[src/rtl/emb_ser_pkg.sv]
package emb_ser_pkg;
  typedef enum logic {
    FRM_DATA = 1'b0,
    FRM_SYNC = 1'b1
  } frame_kind_e;
endpackage

[src/rtl/ser_word_capture.sv]
module ser_word_capture #(
  parameter int DATA_W = 10
) (
  input  logic              clk_i,
  input  logic              rst_ni,
  input  logic              wclk_i,
  input  logic              rise_sel_i,
  input  logic              freeze_i,
  input  logic [DATA_W-1:0] data_i,
  output logic [DATA_W-1:0] word_o
);
  logic wclk_q;
  logic cap_edge;

  assign cap_edge = rise_sel_i ? (wclk_i & ~wclk_q) : (~wclk_i & wclk_q);

  always_ff @(posedge clk_i or negedge rst_ni) begin
    if (!rst_ni) begin
      wclk_q <= 1'b0;
      word_o <= '0;
    end else begin
      wclk_q <= wclk_i;
      if (cap_edge && !freeze_i) word_o <= data_i;
    end
  end

  assert_capture_R5: assert property (@(posedge clk_i) disable iff (!rst_ni)
    (cap_edge && !freeze_i) |=> (word_o == $past(data_i)));

  assert_frozen_R4: assert property (@(posedge clk_i) disable iff (!rst_ni)
    freeze_i |=> $stable(word_o));
endmodule

[src/rtl/ser_sync_ctrl.sv]
module ser_sync_ctrl #(
  parameter int SYNC_HOLD = 5
) (
  input  logic clk_i,
  input  logic clr_ni,
  input  logic req_i,
  input  logic bound_i,
  output logic freeze_o
);
  localparam int CW = $clog2(SYNC_HOLD + 1);
  logic [CW-1:0] run_q;

  always_ff @(posedge clk_i or negedge clr_ni) begin
    if (!clr_ni) run_q <= '0;
    else if (bound_i) begin
      if (!req_i) run_q <= '0;
      else if (run_q != CW'(SYNC_HOLD)) run_q <= run_q + 1'b1;
    end
  end

  assign freeze_o = (run_q == CW'(SYNC_HOLD));

  assert_freeze_clear_R4: assert property (@(posedge clk_i) disable iff (!clr_ni)
    (bound_i && !req_i) |=> !freeze_o);

  assert_run_hold_R4: assert property (@(posedge clk_i) disable iff (!clr_ni)
    !bound_i |=> $stable(run_q));
endmodule

[src/rtl/ser_init_timer.sv]
module ser_init_timer #(
  parameter int INIT_WORDS = 510
) (
  input  logic clk_i,
  input  logic clr_ni,
  input  logic bound_i,
  output logic done_o
);
  localparam int IW = $clog2(INIT_WORDS + 1);
  logic [IW-1:0] cnt_q;

  always_ff @(posedge clk_i or negedge clr_ni) begin
    if (!clr_ni) cnt_q <= '0;
    else if (bound_i && !done_o) cnt_q <= cnt_q + 1'b1;
  end

  assign done_o = (cnt_q == IW'(INIT_WORDS));

  assert_init_hold_R8: assert property (@(posedge clk_i) disable iff (!clr_ni)
    done_o |=> done_o);

  assert_init_step_R8: assert property (@(posedge clk_i) disable iff (!clr_ni)
    !bound_i |=> $stable(cnt_q));
endmodule

[src/rtl/ser_frame_shifter.sv]
module ser_frame_shifter
  import emb_ser_pkg::*;
#(
  parameter int DATA_W = 10
) (
  input  logic              clk_i,
  input  logic              clr_ni,
  input  logic [DATA_W-1:0] word_i,
  input  logic              sync_req_i,
  output logic              bound_o,
  output logic              ser_bit_o
);
  localparam int FRAME_W = DATA_W + 2;
  localparam int HALF    = FRAME_W / 2;
  localparam int CW      = $clog2(FRAME_W);
  localparam logic [FRAME_W-1:0] SYNC_PAT = {{(FRAME_W-HALF){1'b0}}, {HALF{1'b1}}};

  logic [CW-1:0]      bcnt_q;
  logic [FRAME_W-1:0] sr_q;
  frame_kind_e        kind_q;

  assign bound_o   = (bcnt_q == CW'(FRAME_W - 1));
  assign ser_bit_o = sr_q[0];

  always_ff @(posedge clk_i or negedge clr_ni) begin
    if (!clr_ni) begin
      bcnt_q <= '0;
      sr_q   <= '0;
      kind_q <= FRM_DATA;
    end else if (bound_o) begin
      bcnt_q <= '0;
      if (sync_req_i) begin
        sr_q   <= SYNC_PAT;
        kind_q <= FRM_SYNC;
      end else begin
        sr_q   <= {1'b0, word_i, 1'b1};
        kind_q <= FRM_DATA;
      end
    end else begin
      bcnt_q <= bcnt_q + 1'b1;
      sr_q   <= sr_q >> 1;
    end
  end

  assert_start_bit_R1: assert property (@(posedge clk_i) disable iff (!clr_ni)
    bound_o |=> ser_bit_o);

  assert_stop_bit_R1: assert property (@(posedge clk_i) disable iff (!clr_ni)
    (bound_o && kind_q == FRM_DATA) |-> !ser_bit_o);

  assert_sync_tail_R2: assert property (@(posedge clk_i) disable iff (!clr_ni)
    (bound_o && kind_q == FRM_SYNC) |-> !ser_bit_o);

  assert_kind_hold_R3: assert property (@(posedge clk_i) disable iff (!clr_ni)
    !bound_o |=> $stable(kind_q));
endmodule

[src/rtl/emb_clk_serializer.sv]
module emb_clk_serializer #(
  parameter int DATA_W     = 10,
  parameter int INIT_WORDS = 510,
  parameter int SYNC_HOLD  = 5
) (
  input  logic              clk_i,
  input  logic              rst_ni,
  input  logic              wclk_i,
  input  logic [DATA_W-1:0] data_i,
  input  logic              cap_rise_i,
  input  logic              sync_a_i,
  input  logic              sync_b_i,
  input  logic              drv_en_i,
  input  logic              pwrdn_i,
  output logic              ser_o,
  output logic              ser_oe_o
);
  logic              clr_n;
  logic              sync_req;
  logic              bound;
  logic              freeze;
  logic              init_done;
  logic              ser_bit;
  logic [DATA_W-1:0] word;

  assign clr_n    = rst_ni & ~pwrdn_i;
  assign sync_req = sync_a_i | sync_b_i;

  ser_word_capture #(.DATA_W(DATA_W)) u_cap (
    .clk_i      (clk_i),
    .rst_ni     (rst_ni),
    .wclk_i     (wclk_i),
    .rise_sel_i (cap_rise_i),
    .freeze_i   (freeze),
    .data_i     (data_i),
    .word_o     (word)
  );

  ser_sync_ctrl #(.SYNC_HOLD(SYNC_HOLD)) u_sync (
    .clk_i    (clk_i),
    .clr_ni   (clr_n),
    .req_i    (sync_req),
    .bound_i  (bound),
    .freeze_o (freeze)
  );

  ser_init_timer #(.INIT_WORDS(INIT_WORDS)) u_init (
    .clk_i   (clk_i),
    .clr_ni  (clr_n),
    .bound_i (bound),
    .done_o  (init_done)
  );

  ser_frame_shifter #(.DATA_W(DATA_W)) u_shift (
    .clk_i      (clk_i),
    .clr_ni     (clr_n),
    .word_i     (word),
    .sync_req_i (sync_req),
    .bound_o    (bound),
    .ser_bit_o  (ser_bit)
  );

  assign ser_oe_o = drv_en_i & ~pwrdn_i & init_done;
  assign ser_o    = ser_oe_o & ser_bit;

  // output turning on after start-up must begin with a frame's first bit
  assert_first_bit_R8: assert property (@(posedge clk_i) disable iff (!rst_ni || pwrdn_i)
    ($rose(ser_oe_o) && $past(drv_en_i)) |-> ser_o);

  assert_pd_quiet_R9: assert property (@(posedge clk_i) disable iff (!rst_ni)
    $past(pwrdn_i) |-> !ser_oe_o);
endmodule

[config.mk]
export PLATFORM = sky130hd
export DESIGN_NAME = emb_clk_serializer
export DESIGN_NICKNAME = d
export VERILOG_FILES = /design/src/rtl/emb_ser_pkg.sv /design/src/rtl/ser_word_capture.sv /design/src/rtl/ser_sync_ctrl.sv /design/src/rtl/ser_init_timer.sv /design/src/rtl/ser_frame_shifter.sv /design/src/rtl/emb_clk_serializer.sv
export SDC_FILE = /design/constraint.sdc
export NUM_CORES = 1
export LEC_CHECK = 0
export BUFFER_PORTS_ARGS = -buffer_cell sky130_fd_sc_hd__buf_4
export CORE_MARGIN = 2
export CORE_UTILIZATION = 50
export DETAILED_ROUTE_END_ITERATION = 12
export HOLD_SLACK_MARGIN = 0.02
export PLACE_DENSITY = 0.79
export SLEW_MARGIN = 0
export SYNTH_ARGS = -nofsm -noshare
export SYNTH_HDL_FRONTEND = slang
export SYNTH_SLANG_ARGS = --single-unit
export TNS_END_PERCENT = 100
[constraint.sdc]
create_clock -name clk_i -period 4.6 [get_ports clk_i]
set_input_delay 0.23 -clock clk_i [delete_from_list [all_inputs] [get_ports clk_i]]
set_output_delay 0.23 -clock clk_i [all_outputs]
set_load 0.05 [all_outputs]
==> results.json <==
{
  "ys_ff_latch": 38,
  "dr.first_iter.drc_count": 51,
  "grt_pass1_wl_um": 4660,
  "grt_use_total_pct": 17.4,
  "async_flop_share_pct": 100,
  "rsz0062_at_grt": "false",
  "synth_edf_count": 0,
  "ys.flop_type": "dfrtp_1",
  "finalMaxSlewViolations": 0,
  "start_util_pct": 53.0,
  "min_from": "data_i[1]",
  "core_um2": 3080,
  "dieArea_um2": 3740,
  "p_per_area_nw_per_um2": 332,
  "via_count": 1070,
  "area_growth_pct": 17.2,
  "synthCells": 143,
  "fin_util_pct": 62.2,
  "portBuffers": 19,
  "clkLatencyLatePin_ns": 0.35,
  "post-route-period-util_pct": 47.4,
  "hold_class": "input port to flip-flop",
  "crit_fanout": 4,
  "worst_slew_pin_slew_ns": 0.590,
  "clk_root_buffer_cell": "clkbuf_4",
  "ys_types": 30,
  "crit_type": "flip-flop to primary output",
  "synth_area_um2": 1630,
  "avgSynthCellArea_um2": 11.4,
  "cts_tree": "done",
  "grt-ovfl-total": 0,
  "grt_max_degree": 28,
  "cp_data_required_time_ns": 4.37,
  "cp-startpoint": "u_init.cnt_q[0]",
  "power.leakage_nw": 0.937,
  "clock_path_buffers": 2,
  "final_cell_mix": "dfrtp_1 (38), nand2_1 (29), buf_4 (20), o21ai_0 (11), mux2_2 (11)",
  "pin_count": 20,
  "gp_congestion": 0.812,
  "setup_viol": 0,
  "critPathArrivalTime_ns": 1.95,
  "clk_pin_slew_ns": 0.11,
  "die_w_um": 61.1,
  "htree_levels": 2,
  "routedWlPerCell_um": 12.2,
  "hold_viol": 0,
  "tns_ns": 0,
  "yosysSeqAreaShare_pct": 58.2,
  "hpwl_um": 1990,
  "min_period_ns": 2.18,
  "firstDrtPassIters": 4,
  "drc": 0,
  "skew_ns": 0.00719,
  "clkSinkCount": 38,
  "r2r-start": "u_shift.bcnt_q[0]",
  "maxCapViolCount": 0,
  "nets": 193,
  "cts_setup_buffers": 0,
  "grt_pass1_vias": 1065,
  "layout-drive-gt1-share_pct": 25.7,
  "num_rows": 20,
  "die_h_um": 61.1,
  "drt-total-wl_um": 2620,
  "cts_resized": 0,
  "status": "finished clean",
  "viasPerCell": 4.98,
  "syn_nets": 166,
  "ant_nets": 0,
  "cp-end-kind": "primary output",
  "yosys_warnings": 0,
  "fmax_ghz": 0.458,
  "final_common_cell": "dfrtp_1",
  "grt_antenna_before_repair": 0,
  "cts_buffers": 5,
  "antenna_cells": 0,
  "vdd_drop_max_mv": 0.216,
  "rrSetupSlack_ns": 2.70,
  "slew_headroom_pct": 60.7,
  "cp-start-kind": "flip-flop"
}
repair_timing:
item                                   4_1_cts  5_1_grt
setup endpoints to repair                    0        0
hold buffers                                 3        0
endpoints found under the hold margin       39        0
report_power, final:
part           leakage [nW]  switching (W)  internal (W)
clock                0.0353       0.000105     0.0000740
sequential            0.475      0.0000182      0.000370
combinational         0.426      0.0000298     0.0000394
cell type report:
type | count | area [um^2]
Timing Repair Buffer | 23 | 180
Multi-Input combinational cell | 99 | 657
Sequential cell | 38 | 951
Fill cell | 260 | 1160
Tap cell | 44 | 55.1
Clock inverter | 1 | 5.00
Clock buffer | 7 | 55.1
Inverter | 3 | 11.3
worst max-delay path, stage by stage, from the launching register on:
cell	delay [ns]
dfrtp_1	0.43
inv_1	0.08
ha_1	0.14
nand4_1	0.19
nor4b_1	0.39
and2_1	0.18
buf_4	0.19
sequential cells by signal, summed over array words and instances, names as in the netlist:
register and flops:
u_shift.sr_q 11, u_cap.word_o 10, u_init.cnt_q 9, u_shift.bcnt_q 4, u_sync.run_q 3, u_cap.wclk_q 1
logic make-up (layout without fill, tap and decap cells):
group                    Yosys count  in the layout  share of synthesized area (%)
AND/OR/NAND/NOR                   58             58                           17.8
flip-flops                        38             38                           58.2
AO/OA/AOI/OAI                     16             16                           6.05
multiplexers                      11             11                           7.59
XOR/XNOR                           9              9                           4.83
buffers and inverters              6             34                           1.69
adder cells (fa/ha/maj)            5              5                           3.83
metal layers:
| metal | vias to the layer above | global-route usage [%] | routed length [um] |
|---|---|---|---|
| li1 | 532 | - | - |
| met1 | 510 | 21.1 | 1170 |
| met2 | 25 | 28.9 | 1290 |
| met3 | 3 | 5.67 | 130 |
| met4 | 0 | 6.52 | 34 |
| met5 | - | 0 | 0 |
cells in the mapped netlist, types with 2 or more instances:
| library cell | count | area (um^2) |
|---|---|---|
| a21oi_1 | 2 | 10.0 |
| ha_1 | 5 | 62.6 |
| xnor2_1 | 3 | 26.3 |
| nand3_1 | 6 | 30.0 |
| nand2b_1 | 2 | 12.5 |
| nand2_1 | 29 | 109 |
| dfrtp_1 | 38 | 951 |
| xor2_1 | 6 | 52.6 |
| mux2_2 | 11 | 124 |
| inv_1 | 3 | 11.3 |
| and2_1 | 2 | 12.5 |
| o21ai_0 | 11 | 55.1 |
| nor2_1 | 8 | 30.0 |
per-stage QoR:
step / instance area, um^2 / total power, W / hold WS [ns] / instances / setup WS, ns
finish: 1910 / 0.000636 / 0.108 / 215 / 2.42
global route: 1910 / 0.000674 / 0.0884 / 215 / 2.24
CTS: 1910 / 0.000645 / 0.0962 / 215 / 2.41
detailed placement: 1820 / 0.000464 / 0.0737 / 204 / 2.72
global placement: 1820 / 0.000457 / 0.0702 / 204 / 2.85
floorplan: 1630 / 0.000434 / -0.0656 / 143 / 1.29
final timing paths:
kind | to | cells past startpoint
worst min-delay path | u_cap.word_o[1] | 2
worst min register to register | u_shift.sr_q[0] | 1
worst max register to register | u_init.cnt_q[8] | 5
worst max-delay path | ser_o | 6
min in group asynchronous | u_cap.word_o[7] | 2
max in group asynchronous | u_sync.run_q[0] | 4
Power figures use the tool's default switching activity.
